File: config.mk
export PLATFORM = sky130hd
export DESIGN_NAME = pipe_core
export DESIGN_NICKNAME = d
export VERILOG_FILES = /design/src/rtl/pipe_core_pkg.sv /design/src/rtl/pipe_core_decode.sv /design/src/rtl/pipe_core_alu.sv /design/src/rtl/pipe_core_regfile.sv /design/src/rtl/pipe_core_hazard.sv /design/src/rtl/pipe_core.sv
export SDC_FILE = /design/constraint.sdc
export NUM_CORES = 1
export LEC_CHECK = 0
export ABC_AREA = 1
export BUFFER_PORTS_ARGS = -buffer_cell sky130_fd_sc_hd__buf_2
export CAP_MARGIN = 20
export CORE_UTILIZATION = 35
export DETAILED_ROUTE_END_ITERATION = 7
export GPL_TIMING_DRIVEN = 0
export PLACE_DENSITY_LB_ADDON = 0.1
export SLEW_MARGIN = 10
export SYNTH_ARGS = -nofsm -noshare
export SYNTH_HDL_FRONTEND = slang
export SYNTH_SLANG_ARGS = --single-unit
File: constraint.sdc
create_clock -name clk -period 1.5 [get_ports clk]
set_input_delay 0.15 -clock clk [delete_from_list [all_inputs] [get_ports clk]]
set_output_delay 0.15 -clock clk [all_outputs]
set_load 0.02 [all_outputs]
File: src/rtl/pipe_core_pkg.sv
package pipe_core_pkg;

    localparam int XLEN = 32;
    localparam int RIDX = 5;

    localparam logic [5:0] OPC_RTYPE = 6'h00;
    localparam logic [5:0] OPC_JUMP  = 6'h02;
    localparam logic [5:0] OPC_BEQ   = 6'h04;
    localparam logic [5:0] OPC_BNE   = 6'h05;
    localparam logic [5:0] OPC_ADDI  = 6'h08;
    localparam logic [5:0] OPC_ANDI  = 6'h0C;
    localparam logic [5:0] OPC_LOAD  = 6'h23;
    localparam logic [5:0] OPC_STORE = 6'h2B;

    localparam logic [5:0] FN_ADD = 6'h20;
    localparam logic [5:0] FN_SUB = 6'h22;
    localparam logic [5:0] FN_AND = 6'h24;
    localparam logic [5:0] FN_OR  = 6'h25;
    localparam logic [5:0] FN_SLT = 6'h2A;

    typedef enum logic [3:0] {
        ALU_AND = 4'b0000,
        ALU_OR  = 4'b0001,
        ALU_ADD = 4'b0010,
        ALU_SUB = 4'b0110,
        ALU_SLT = 4'b0111
    } alu_fn_e;

    typedef struct packed {
        logic       reg_write;
        logic       mem_read;
        logic       mem_write;
        logic       use_imm;
        logic       dst_is_rt;
        logic       br_eq;
        logic       br_ne;
        logic       jump;
        logic       zero_ext;
        logic [1:0] alu_class;
    } ctrl_t;

    typedef struct packed {
        logic            valid;
        logic [XLEN-1:0] pc4;
        logic [XLEN-1:0] instr;
    } fd_t;

    typedef struct packed {
        ctrl_t           ctrl;
        alu_fn_e         alu_fn;
        logic [XLEN-1:0] a_val;
        logic [XLEN-1:0] b_val;
        logic [XLEN-1:0] imm;
        logic [RIDX-1:0] src_a;
        logic [RIDX-1:0] src_b;
        logic [RIDX-1:0] dst;
    } dx_t;

    typedef struct packed {
        logic            reg_write;
        logic            mem_read;
        logic            mem_write;
        logic [XLEN-1:0] alu_y;
        logic [XLEN-1:0] st_data;
        logic [RIDX-1:0] dst;
    } xm_t;

    typedef struct packed {
        logic            reg_write;
        logic [XLEN-1:0] wdata;
        logic [RIDX-1:0] dst;
    } mw_t;

    typedef struct packed {
        logic [XLEN-1:0] pc;
        fd_t             fd;
        dx_t             dx;
        xm_t             xm;
        mw_t             mw;
    } core_state_t;

endpackage

File: src/rtl/pipe_core_decode.sv
module pipe_core_decode
    import pipe_core_pkg::*;
(
    input  logic [5:0] opcode,
    input  logic [5:0] funct,
    output ctrl_t      ctrl,
    output alu_fn_e    alu_fn
);

    always_comb begin
        ctrl = '0;
        unique case (opcode)
            OPC_RTYPE: begin
                if (funct == FN_ADD || funct == FN_SUB || funct == FN_AND ||
                    funct == FN_OR  || funct == FN_SLT) begin
                    ctrl.reg_write = 1'b1;
                    ctrl.alu_class = 2'b10;
                end
            end
            OPC_LOAD: begin
                ctrl.reg_write = 1'b1;
                ctrl.mem_read  = 1'b1;
                ctrl.use_imm   = 1'b1;
                ctrl.dst_is_rt = 1'b1;
            end
            OPC_STORE: begin
                ctrl.mem_write = 1'b1;
                ctrl.use_imm   = 1'b1;
            end
            OPC_BEQ: begin
                ctrl.br_eq     = 1'b1;
                ctrl.alu_class = 2'b01;
            end
            OPC_BNE: begin
                ctrl.br_ne     = 1'b1;
                ctrl.alu_class = 2'b01;
            end
            OPC_ADDI: begin
                ctrl.reg_write = 1'b1;
                ctrl.use_imm   = 1'b1;
                ctrl.dst_is_rt = 1'b1;
            end
            OPC_ANDI: begin
                ctrl.reg_write = 1'b1;
                ctrl.use_imm   = 1'b1;
                ctrl.dst_is_rt = 1'b1;
                ctrl.zero_ext  = 1'b1;
                ctrl.alu_class = 2'b11;
            end
            OPC_JUMP: ctrl.jump = 1'b1;
            default: ctrl = '0;
        endcase
    end

    always_comb begin
        unique case (ctrl.alu_class)
            2'b00: alu_fn = ALU_ADD;
            2'b01: alu_fn = ALU_SUB;
            2'b11: alu_fn = ALU_AND;
            default: begin
                unique case (funct)
                    FN_SUB:  alu_fn = ALU_SUB;
                    FN_AND:  alu_fn = ALU_AND;
                    FN_OR:   alu_fn = ALU_OR;
                    FN_SLT:  alu_fn = ALU_SLT;
                    default: alu_fn = ALU_ADD;
                endcase
            end
        endcase
    end

endmodule

File: src/rtl/pipe_core_alu.sv
module pipe_core_alu
    import pipe_core_pkg::*;
(
    input  alu_fn_e         fn,
    input  logic [XLEN-1:0] a,
    input  logic [XLEN-1:0] b,
    output logic [XLEN-1:0] y
);

    always_comb begin
        unique case (fn)
            ALU_AND: y = a & b;
            ALU_OR:  y = a | b;
            ALU_ADD: y = a + b;
            ALU_SUB: y = a - b;
            ALU_SLT: y = ($signed(a) < $signed(b)) ? {{(XLEN-1){1'b0}}, 1'b1} : '0;
            default: y = '0;
        endcase
    end

endmodule

File: src/rtl/pipe_core_regfile.sv
module pipe_core_regfile
    import pipe_core_pkg::*;
#(
    parameter int NREG = 32
) (
    input  logic            clk,
    input  logic            rst_n,
    input  logic [RIDX-1:0] ra_idx,
    input  logic [RIDX-1:0] rb_idx,
    output logic [XLEN-1:0] ra_data,
    output logic [XLEN-1:0] rb_data,
    input  logic            we,
    input  logic [RIDX-1:0] w_idx,
    input  logic [XLEN-1:0] w_data
);

    logic [XLEN-1:0] regs_q [NREG];
    logic            wr_live;

    assign wr_live = we && (w_idx != '0);

    always_ff @(posedge clk or negedge rst_n) begin
        if (!rst_n) begin
            for (int i = 0; i < NREG; i++) regs_q[i] <= '0;
        end else if (wr_live) begin
            regs_q[w_idx] <= w_data;
        end
    end

    always_comb begin
        ra_data = (wr_live && w_idx == ra_idx) ? w_data : regs_q[ra_idx];
        rb_data = (wr_live && w_idx == rb_idx) ? w_data : regs_q[rb_idx];
    end


    zero_reg_chk: assert property (@(posedge clk) disable iff (!rst_n)
        (ra_idx == '0) |-> (ra_data == '0));

endmodule

File: src/rtl/pipe_core_hazard.sv
module pipe_core_hazard
    import pipe_core_pkg::*;
(
    input  logic            clk,
    input  logic            rst_n,
    input  logic [RIDX-1:0] id_rs,
    input  logic [RIDX-1:0] id_rt,
    input  logic            id_branch,
    input  logic [RIDX-1:0] ex_rs,
    input  logic [RIDX-1:0] ex_rt,
    input  logic            ex_reg_write,
    input  logic            ex_mem_read,
    input  logic [RIDX-1:0] ex_dst,
    input  logic            mem_reg_write,
    input  logic            mem_mem_read,
    input  logic [RIDX-1:0] mem_dst,
    input  logic            wb_reg_write,
    input  logic [RIDX-1:0] wb_dst,
    output logic            stall,
    output logic [1:0]      fwd_a,
    output logic [1:0]      fwd_b,
    output logic            cmp_fwd_a,
    output logic            cmp_fwd_b
);

    logic ex_hits_id, mem_hits_id, load_use, br_wait;

    always_comb begin
        ex_hits_id  = (ex_dst != '0) && (ex_dst == id_rs || ex_dst == id_rt);
        mem_hits_id = (mem_dst != '0) && (mem_dst == id_rs || mem_dst == id_rt);
        load_use    = ex_mem_read && ex_hits_id;
        br_wait     = id_branch && ((ex_reg_write && ex_hits_id) ||
                                    (mem_mem_read && mem_hits_id));
        stall       = load_use || br_wait;

        if (mem_reg_write && mem_dst != '0 && mem_dst == ex_rs)     fwd_a = 2'b10;
        else if (wb_reg_write && wb_dst != '0 && wb_dst == ex_rs)   fwd_a = 2'b01;
        else                                                        fwd_a = 2'b00;

        if (mem_reg_write && mem_dst != '0 && mem_dst == ex_rt)     fwd_b = 2'b10;
        else if (wb_reg_write && wb_dst != '0 && wb_dst == ex_rt)   fwd_b = 2'b01;
        else                                                        fwd_b = 2'b00;

        cmp_fwd_a = mem_reg_write && mem_dst != '0 && mem_dst == id_rs;
        cmp_fwd_b = mem_reg_write && mem_dst != '0 && mem_dst == id_rt;
    end


    fwd_prio_chk: assert property (@(posedge clk) disable iff (!rst_n)
        (fwd_a == 2'b01) |-> !(mem_reg_write && mem_dst != '0 && mem_dst == ex_rs));

endmodule

File: src/rtl/pipe_core.sv
module pipe_core
    import pipe_core_pkg::*;
#(
    parameter int IMEM_WORDS = 64,
    parameter int DMEM_WORDS = 64
) (
    input  logic        clk,
    input  logic        rst_n,
    output logic [31:0] dbg_pc,
    output logic        dbg_wr_en,
    output logic [4:0]  dbg_wr_idx,
    output logic [31:0] dbg_wr_data
);

    localparam int IA = $clog2(IMEM_WORDS);
    localparam int DA = $clog2(DMEM_WORDS);

    logic [XLEN-1:0] imem [IMEM_WORDS];
    logic [XLEN-1:0] dmem [DMEM_WORDS];

    initial begin
        for (int i = 0; i < IMEM_WORDS; i++) imem[i] = '0;
    end

    core_state_t st_d, st_q;

    logic [XLEN-1:0] id_instr, rf_a, rf_b, cmp_a, cmp_b, ex_opa, ex_opb, ex_alu_b, ex_y;
    logic [XLEN-1:0] id_sext, id_imm, mem_rdata;
    ctrl_t           id_ctrl;
    alu_fn_e         id_fn;
    logic            stall, cmp_fwd_a, cmp_fwd_b, take_br, redirect;
    logic [1:0]      fwd_a, fwd_b;

    assign id_instr = st_q.fd.valid ? st_q.fd.instr : '0;

    pipe_core_decode u_dec (
        .opcode (id_instr[31:26]),
        .funct  (id_instr[5:0]),
        .ctrl   (id_ctrl),
        .alu_fn (id_fn)
    );

    pipe_core_regfile #(.NREG(32)) u_rf (
        .clk     (clk),
        .rst_n   (rst_n),
        .ra_idx  (id_instr[25:21]),
        .rb_idx  (id_instr[20:16]),
        .ra_data (rf_a),
        .rb_data (rf_b),
        .we      (st_q.mw.reg_write),
        .w_idx   (st_q.mw.dst),
        .w_data  (st_q.mw.wdata)
    );

    pipe_core_hazard u_hz (
        .clk           (clk),
        .rst_n         (rst_n),
        .id_rs         (id_instr[25:21]),
        .id_rt         (id_instr[20:16]),
        .id_branch     (id_ctrl.br_eq | id_ctrl.br_ne),
        .ex_rs         (st_q.dx.src_a),
        .ex_rt         (st_q.dx.src_b),
        .ex_reg_write  (st_q.dx.ctrl.reg_write),
        .ex_mem_read   (st_q.dx.ctrl.mem_read),
        .ex_dst        (st_q.dx.dst),
        .mem_reg_write (st_q.xm.reg_write),
        .mem_mem_read  (st_q.xm.mem_read),
        .mem_dst       (st_q.xm.dst),
        .wb_reg_write  (st_q.mw.reg_write),
        .wb_dst        (st_q.mw.dst),
        .stall         (stall),
        .fwd_a         (fwd_a),
        .fwd_b         (fwd_b),
        .cmp_fwd_a     (cmp_fwd_a),
        .cmp_fwd_b     (cmp_fwd_b)
    );

    pipe_core_alu u_alu (
        .fn (st_q.dx.alu_fn),
        .a  (ex_opa),
        .b  (ex_alu_b),
        .y  (ex_y)
    );

    always_comb begin
        st_d = st_q;

        // decode-stage operands and branch resolution
        id_sext  = {{(XLEN-16){id_instr[15]}}, id_instr[15:0]};
        id_imm   = id_ctrl.zero_ext ? {{(XLEN-16){1'b0}}, id_instr[15:0]} : id_sext;
        cmp_a    = cmp_fwd_a ? st_q.xm.alu_y : rf_a;
        cmp_b    = cmp_fwd_b ? st_q.xm.alu_y : rf_b;
        take_br  = (id_ctrl.br_eq && cmp_a == cmp_b) || (id_ctrl.br_ne && cmp_a != cmp_b);
        redirect = !stall && (take_br || id_ctrl.jump);

        // fetch
        if (stall) begin
            st_d.pc = st_q.pc;
            st_d.fd = st_q.fd;
        end else if (redirect) begin
            st_d.pc = id_ctrl.jump ? {st_q.fd.pc4[31:28], id_instr[25:0], 2'b00}
                                   : st_q.fd.pc4 + {id_sext[XLEN-3:0], 2'b00};
            st_d.fd = '0;
        end else begin
            st_d.pc       = st_q.pc + 32'd4;
            st_d.fd.valid = 1'b1;
            st_d.fd.pc4   = st_q.pc + 32'd4;
            st_d.fd.instr = imem[st_q.pc[IA+1:2]];
        end

        // decode -> execute
        if (stall) begin
            st_d.dx = '0;
        end else begin
            st_d.dx.ctrl   = id_ctrl;
            st_d.dx.alu_fn = id_fn;
            st_d.dx.a_val  = rf_a;
            st_d.dx.b_val  = rf_b;
            st_d.dx.imm    = id_imm;
            st_d.dx.src_a  = id_instr[25:21];
            st_d.dx.src_b  = id_instr[20:16];
            st_d.dx.dst    = id_ctrl.dst_is_rt ? id_instr[20:16] : id_instr[15:11];
        end

        // execute
        unique case (fwd_a)
            2'b10:   ex_opa = st_q.xm.alu_y;
            2'b01:   ex_opa = st_q.mw.wdata;
            default: ex_opa = st_q.dx.a_val;
        endcase
        unique case (fwd_b)
            2'b10:   ex_opb = st_q.xm.alu_y;
            2'b01:   ex_opb = st_q.mw.wdata;
            default: ex_opb = st_q.dx.b_val;
        endcase
        ex_alu_b = st_q.dx.ctrl.use_imm ? st_q.dx.imm : ex_opb;

        st_d.xm.reg_write = st_q.dx.ctrl.reg_write;
        st_d.xm.mem_read  = st_q.dx.ctrl.mem_read;
        st_d.xm.mem_write = st_q.dx.ctrl.mem_write;
        st_d.xm.alu_y     = ex_y;
        st_d.xm.st_data   = ex_opb;
        st_d.xm.dst       = st_q.dx.dst;

        // memory
        mem_rdata         = st_q.xm.mem_read ? dmem[st_q.xm.alu_y[DA+1:2]] : '0;
        st_d.mw.reg_write = st_q.xm.reg_write;
        st_d.mw.wdata     = st_q.xm.mem_read ? mem_rdata : st_q.xm.alu_y;
        st_d.mw.dst       = st_q.xm.dst;
    end

    always_ff @(posedge clk or negedge rst_n) begin
        if (!rst_n) st_q <= '0;
        else        st_q <= st_d;
    end

    always_ff @(posedge clk) begin
        if (rst_n && st_q.xm.mem_write) dmem[st_q.xm.alu_y[DA+1:2]] <= st_q.xm.st_data;
    end

    assign dbg_pc      = st_q.pc;
    assign dbg_wr_en   = st_q.mw.reg_write && (st_q.mw.dst != '0);
    assign dbg_wr_idx  = st_q.mw.dst;
    assign dbg_wr_data = st_q.mw.wdata;


    pc_hold_chk: assert property (@(posedge clk) disable iff (!rst_n)
        stall |=> $stable(st_q.pc) && $stable(st_q.fd));


    bubble_chk: assert property (@(posedge clk) disable iff (!rst_n)
        stall |=> (st_q.dx.ctrl == '0));


    flush_chk: assert property (@(posedge clk) disable iff (!rst_n)
        redirect |=> !st_q.fd.valid);


    pc_step_chk: assert property (@(posedge clk) disable iff (!rst_n)
        (!stall && !redirect) |=> (st_q.pc == $past(st_q.pc) + 32'd4));

endmodule

==> results.ini, run 1 <==
[run_status]
status=completed

[drt]
wirelength_um=3670
drtPass1Iterations=4
remaining_drc_errors=0
vias=1549
drt_iter0_drc=36
via_per_inst=3.98
ant_nets=0
avgRoutedWirePerCell_um=9.44

[cts]
cts_tree=built
htreeDepth=2
clock_path_buffers=2
clock-sinks=30
cts_made_buffers=5
cts.clk_slew.worst_paths_ps=70
clk_latency_ps=280
cts_root_buffer=clkbuf_8

[placement]
postPlaceCellArea_um2=2270
port_buffers=31
gp_congestion=0.768
post-place-ws_ps=86.6
place_hpwl_um=2950

[grt]
grt_busiest_layer=met2
grt_pass1_vias=1314
grt_use_met1_pct=20.1
grt_overflow=0
grt_start_max_net_pins=31
use_met3_pct=4.28
met2_usage_pct=21.9
antenna_found_initial=0
grt_pass1_wl_um=6090
track_usage_pct=14.8

[worst_setup_path]
worstPathArrival_ps=1540
ff2ff_path_depth=8
r2r-end=dbg_pc[22]
cp_max_fo=5
startpoint=dbg_pc[2]
critPathCaptureType=flop
reg2reg_setup_slack_ps=130
crit_end=dbg_pc[22]
startpoint_type=flop
rr_startpoint=dbg_pc[2]
cp.required_ps=1670
crit_type=flop to flop

[yosys]
yosysUniqueCellTypes=17
yosys.area.top_type=dfrtp_1
synth_edf_count=0
synth_area_um2=1880
synthFlopType=dfrtp_1
synth_commonest_cells=80 x nand2_1, 40 x buf_4, 30 x dfrtp_1
syn_avg_cell_area_um2=7.83
ys_async_sr_fraction_pct=100
ys_warn_count=0
ys_seq_area_share_pct=40.0
yosysMostFrequentCell=nand2_1
synth_area_leaders=dfrtp_1 40%, buf_4 16%, nand2_1 16%, nor2_1 5.4%, xor2_1 4.7%
synthCells=240
synth_top_area_share_pct=40.0
ys_ff_latch=30

[final_layout]
drive_gt1_share_pct=29.2
multiInputGateArea_um2=923
final_nets=321
n_antenna_cell=0
postLayoutCoreUtil_pct=46.4
syn_to_final_growth_pct=27.0
finalInstanceArea_um2=2390
register_area_um2=751
largest_reg_flops=30
fill_cells=534

[floorplan]
dieArea_um2=5660
ioPinCount=72
row_count=26
die_w_um=75.3
start_util_pct=36.5
coreArea_um2=5140
die_h_um=75.3

[worst_hold_path]
hold_path_class=input pin to asynchronous set/reset pin

[timing]
hold_viol_final=0
skew_ps=7.56
setup_viol_count_final=0
fin_crit_ps=1370
max_freq_mhz=730
timing.final.crit_share_pct=91.3
rsz0062_at_grt=no
drv_slew=0
max_slew_margin_pct=55.3
tightest_slew_ps=670
final.setup.worst_slack_ps=130
tns_ps=0

[pwr]
p_leak_nw=1.32
ir_worst_vdd_uv=455
pwr_density_cell_nw_per_um2=701

[flow_run]
maxCapViolations=0

[critical path, stage by stage (launching register included)]
cell and delay (ps):
dfrtp_1 370, ha_1 190, inv_1 70, nor2_4 150, nand2_2 140, nor2_4 170, nand2_1 70, nand2_1 60
nand2_1 40
[metal layers]
metal  part of all wire [%]  vias to the layer above
met4                    2.2                        0
met5                      0                        -
li1                       -                      806
met2                     43                       50
met1                     49                      684
met3                    5.8                        9
[cell usage in the layout, fill, tap and decap left out, drive strengths merged, types with 5 or more instances in the layout]
cell | synthesis | final
nand3 | 6 | 6
xnor2 | 5 | 5
nor2 | 37 | 37
clkbuf | 0 | 7
inv | 18 | 18
dfrtp | 30 | 30
conb | 1 | 40
nand2 | 83 | 83
nand3b | 7 | 7
buf | 40 | 71
xor2 | 10 | 10
[worst min-delay path by stage]
| stage | to | slack, ps | from | cells after the start |
|---|---|---|---|---|
| 6_report | dbg_pc[15] | 440 | rst_n | 2 |
| 5_1_grt | dbg_pc[23] | 510 | rst_n | 2 |
| 4_1_cts | dbg_pc[18] | 470 | rst_n | 2 |
| 3_5_place_dp | dbg_pc[21] | 240 | rst_n | 1 |
| 3_3_place_gp | dbg_pc[21] | 240 | rst_n | 1 |
| 2_1_floorplan | dbg_pc[10] | -150 | rst_n | 0 |
[report_power, final]
part           switching, W  internal (W)
Clock              0.000305      0.000370
Combinational      0.000116     0.0000720
Sequential                0      0.000809
Total              0.000421       0.00125
[final cells by class]
class / instances / share of cell area, %
Inverter: 18 / 2.83
Clock inverter: 1 / 0.210
Sequential cell: 30 / 31.5
Timing Repair Buffer: 32 / 6.92
Tap cell: 70 / 3.67
Multi-Input combinational cell: 191 / 38.7
Clock buffer: 7 / 3.62
Buffer: 40 / 12.6
[what timing repair did]
item | 4_1_cts | 5_1_grt
endpoints found under the setup margin | 0 | 6
setup buffers | 0 | 0
hold buffers | 1 | 0
hold endpoints to repair | 30 | 0
gates resized for setup | 0 | 4
[logic make-up (layout without fill, tap and decap cells)]
family,Yosys count,in the layout,synth area share [%]
adder cells (fa/ha/maj),1,1,0.666
XOR/XNOR,15,15,7.00
AO/OA/AOI/OAI,1,1,0.266
AND/OR/NAND/NOR,134,134,32.3
flip-flops,30,30,40.0
other,1,40,0.200
buffers and inverters,58,98,19.6
[stage by stage]
step / cells / hold slack [ps] / total power [W]
global route: 389 / 509 / 0.00176
CTS: 389 / 469 / 0.00169
finish: 389 / 441 / 0.00167
detailed placement: 380 / 240 / 0.00101
global placement: 380 / 240 / 0.00101
floorplan: 279 / -146 / 0.000991
No activity file was read; power rests on OpenSTA's default activity.
==> run 2: changes to the inputs <==
Clock period 1.5 ns to 1.57 ns, I/O delays scaled along.
==> run 2 against run 1 <==
Effect of this change: clock skew is essentially flat; power shrank 4.5%; utilization shrank 0.24 points; clock power shrank 4.7%.
==> results.ini, run 2 (same netlist as run 1, synthesis figures left out) <==
[floorplan]
row_count=26
dieArea_um2=5660
ioPinCount=72
die_h_um=75.3
start_util_pct=36.5
die_w_um=75.3
coreArea_um2=5140

[worst_setup_path]
crit_type=flop to flop
cp_max_fo=4
worstPathArrival_ps=1570
slowest_delay_ps=370
critical_path.cell_chain=ha_1 > inv_1 > nor2_4 > nand2_1 > nor2_2 > nand2_1 > nand2_1 > nand2_1
critPathCaptureType=flop
startpoint_type=flop
critPathMostFrequentCell=nand2_1
cp.required_ps=1740
slowest_stage=dfrtp_1

[cts]
clock_path_buffers=2
htreeDepth=2
cts.clk_slew.worst_paths_ps=70
cts_root_buffer=clkbuf_8
clock-sinks=30
cts_tree=built
cts_made_buffers=5
clk_latency_ps=280

[drt]
drt_iter0_drc=38
via_per_inst=3.93
avgRoutedWirePerCell_um=9.39
ant_nets=0
drtPass1Iterations=4
wirelength_um=3650
remaining_drc_errors=0
vias=1529

[timing]
fin_crit_ps=1400
holdWs_ps=450
timing.final.crit_share_pct=89.5
setup_viol_count_final=0
max_slew_margin_pct=55.2
max_freq_mhz=712
drv_slew=0
tightest_slew_ps=672
rsz0062_at_grt=no
tns_ps=0
hold_viol_final=0
skew_ps=7.50

[pwr]
power_frac_comb_pct=11.2
switching_share_pct=25.1
ir_worst_vdd_uv=432
pwr_density_cell_nw_per_um2=672
p_leak_nw=1.32
p_int_w=0.00119
power_frac_clock_pct=40.3
power.switching_w=0.000401
seqPwrFrac_pct=48.4

[grt]
grt_pass1_wl_um=6090
track_usage_pct=14.8
grt_pass1_vias=1314
grt_busiest_layer=met2
grt_start_max_net_pins=31
met2_usage_pct=21.9
antenna_found_initial=0
use_met3_pct=4.28
grt_overflow=0
grt_use_met1_pct=20.1

[placement]
port_buffers=31
place_hpwl_um=2950
gp_congestion=0.768

[run_status]
status=completed

[final_layout]
layout_commonest_cell=nand2_1
drive_gt1_share_pct=28.8
n_antenna_cell=0
final_nets=321
layout_common_cells=80 x nand2_1, 40 x buf_4, 40 x conb_1, 31 x buf_2, 30 x dfrtp_1
largest_reg_flops=30
syn_to_final_growth_pct=26.4

[flow_run]
maxCapViolations=0

[worst_hold_path]
hold_path_class=input pin to asynchronous set/reset pin

## run 2: cell types whose count changed in the layout (fill, tap and decap cells not counted)
cell,before,now
nor2_1,26,27
nor2_4,8,6
nor2_2,3,4
## run 2: final timing paths
| kind | start | end | slack, ps | cells after the start |
|---|---|---|---|---|
| setup / recovery | dbg_pc[2] | dbg_pc[24] | 170 | 8 |
| hold / removal | rst_n | dbg_pc[15] | 450 | 2 |
| setup reg to reg | dbg_pc[2] | dbg_pc[24] | 170 | 8 |
| hold reg to reg | dbg_pc[2] | dbg_pc[2] | 500 | 1 |
| max in group asynchronous | rst_n | dbg_pc[5] | 680 | 2 |
| min in group clk | dbg_pc[2] | dbg_pc[2] | 500 | 1 |
## run 2: cell type report
class | count | area (um^2)
Fill cell | 538 | 2770
Multi-Input combinational cell | 191 | 911
Sequential cell | 30 | 751
Buffer | 40 | 300
Timing Repair Buffer | 32 | 165
Tap cell | 70 | 87.6
Clock buffer | 7 | 86.3
Inverter | 18 | 67.6
Clock inverter | 1 | 5.00
## run 2: worst max-delay path: cells and delay by family, from the launching register on
kind	cells	cell delay (ps)
fa+ha+maj	1	190
buf+inv	1	70
flops	1	370
simple gates	6	660
## run 2: per-stage QoR
step	setup WS, ps	instances	instance area (um^2)	util (%)	power (W)
2_1_floorplan	180	279	2020	-	0.000947
3_3_place_gp	165	380	2270	44.1	0.000964
3_5_place_dp	157	380	2270	44.1	0.000964
4_1_cts	153	389	2370	46.1	0.00161
5_1_grt	19.1	389	2370	46.2	0.00168
6_report	166	389	2370	46.2	0.00160
## run 2: routing by layer
metal | share of wire, % | vias up
met1 | 48 | 661
li1 | - | 805
met2 | 43 | 56
met4 | 1.6 | 0
met5 | 0 | -
met3 | 7.6 | 7
## run 2: repair_timing
| item | CTS | global route |
|---|---|---|
| buffers inserted | 0 | 0 |
| resized for setup | 0 | 1 |
| hold buffers | 1 | 0 |
| endpoints found under the setup margin | 0 | 1 |
| hold endpoints to repair | 30 | 0 |
## run 2: power by group through the flow
stage | sequential, W | clock [W] | combinational [W]
global route | 0.000772 | 0.000706 | 0.000200
detailed placement | 0.000787 | 0 | 0.000177
global placement | 0.000787 | 0 | 0.000177
finish | 0.000773 | 0.000643 | 0.000179
floorplan | 0.000788 | 0 | 0.000159
CTS | 0.000773 | 0.000663 | 0.000178
==> run 3: changes to the inputs <==
Settings changed: CTS_BUF_LIST set to sky130_fd_sc_hd__clkbuf_8.
==> run 3 against run 2 <==
Effect of this change: global-route usage did not move; utilization unchanged; via count about the same; clock power about the same; worst setup slack is the same; power fell by 0.13%; largest power group unchanged.
==> results.ini, run 3 (same netlist as run 1, synthesis figures left out) <==
[floorplan]
coreArea_um2=5140
dieArea_um2=5660
ioPinCount=72
row_count=26
die_h_um=75.3
start_util_pct=36.5
die_w_um=75.3

[drt]
drtPass1Iterations=4
ant_nets=0
via_per_inst=3.93
remaining_drc_errors=0
avgRoutedWirePerCell_um=9.39
drt_iter0_drc=51
wirelength_um=3650
vias=1528

[timing]
hold_viol_final=0
fin_crit_ps=1400
rsz0062_at_grt=no
tightest_slew_ps=672
timing.final.crit_share_pct=89.5
max_freq_mhz=712
final.setup.worst_slack_ps=166
setup_viol_count_final=0
tns_ps=0
max_slew_margin_pct=55.2
holdWs_ps=447
skew_ps=9.56
drv_slew=0

[cts]
cts_root_buffer=clkbuf_8
clk_latency_ps=280
cts_made_buffers=5
cts_tree=built
htreeDepth=2
clock-sinks=30
cts.clk_slew.worst_paths_ps=70
clock_path_buffers=2

[flow_run]
maxCapViolations=0

[worst_setup_path]
worstPathArrival_ps=1570
reg2reg_setup_slack_ps=170
cp_max_fo=4
critical_path.cell_chain=ha_1 > inv_1 > nor2_4 > nand2_1 > nor2_2 > nand2_1 > nand2_1 > nand2_1
cp_top_family=simple AND/OR/NAND/NOR gates
crit_buf_inv=1
crit_type=flop to flop
slowest_stage=dfrtp_1
critPathMostFrequentCell=nand2_1
cp.required_ps=1740
ff2ff_path_depth=8
critPathCaptureType=flop
path_depth=8
slowest_delay_ps=370
startpoint_type=flop

[grt]
antenna_found_initial=0
grt_overflow=0
met2_usage_pct=21.9
grt_pass1_wl_um=6110
track_usage_pct=14.8
grt_pass1_vias=1309
use_met3_pct=4.28
grt_use_met1_pct=20.1
grt_busiest_layer=met2
grt_start_max_net_pins=31

[final_layout]
largest_reg_flops=30
n_antenna_cell=0
stdcell_count=389
postLayoutCoreUtil_pct=46.2
layout_commonest_cell=nand2_1
fill_cells=538
final_nets=321
syn_to_final_growth_pct=26.4
drive_gt1_share_pct=28.8
layout_common_cells=80 x nand2_1, 40 x buf_4, 40 x conb_1, 31 x buf_2, 30 x dfrtp_1

[run_status]
status=completed

[pwr]
pwr_density_cell_nw_per_um2=671
p_leak_nw=1.33
ir_worst_vdd_uv=432

[placement]
numPlacedInstances=380
port_buffers=31
post-place-ws_ps=157
place_hpwl_um=2950
gp_congestion=0.768

[worst_hold_path]
hold_path_class=input pin to asynchronous set/reset pin

## run 3: metal layers
| metal | share of wire [%] | vias to the layer above |
|---|---|---|
| li1 | - | 805 |
| met2 | 43 | 54 |
| met5 | 0 | - |
| met1 | 48 | 662 |
| met4 | 1.6 | 0 |
| met3 | 7.5 | 7 |
## run 3: worst paths after layout
path / to / from
max reg2reg: dbg_pc[24] / dbg_pc[2]
max in group asynchronous: dbg_pc[5] / rst_n
min reg2reg: dbg_pc[2] / dbg_pc[2]
max: dbg_pc[24] / dbg_pc[2]
min in group clk: dbg_pc[2] / dbg_pc[2]
min: dbg_pc[18] / rst_n
## run 3: area by class of cell
cell class | instances | area [um^2] | area share, %
multi-input cells | 191 | 911 | 38.4
plain buffers | 40 | 300 | 12.7
clock inverters | 2 | 8.76 | 0.369
clock buffers | 6 | 82.6 | 3.48
well taps | 70 | 87.6 | 3.69
repair buffers | 32 | 165 | 6.96
inverters | 18 | 67.6 | 2.85
flip-flops and latches | 30 | 751 | 31.6
## run 3: what timing repair did
item	4_1_cts	5_1_grt
gates resized for setup	0	1
hold endpoints to repair	30	0
setup buffers	0	0
setup endpoints to repair	0	1
hold buffers	1	0
## run 3: where the power goes
group / switching [W] / internal [W]
clock network: 0.000295 / 0.000347
registers: 0 / 0.000773
logic: 0.000111 / 0.0000688
## run 3: through the flow
stage	instance area, um^2	total power (W)
floorplan	2020	0.000947
global placement	2270	0.000964
detailed placement	2270	0.000964
CTS	2370	0.00161
global route	2370	0.00167
finish	2370	0.00159
## run 3: worst register-to-register path, delay by kind of cell (launching register included)
family                     cells  cell delay (ps)
DFF                            1              370
and+or+nand+nor                6              660
buffers and inverters          1               70
adders and majority gates      1              190
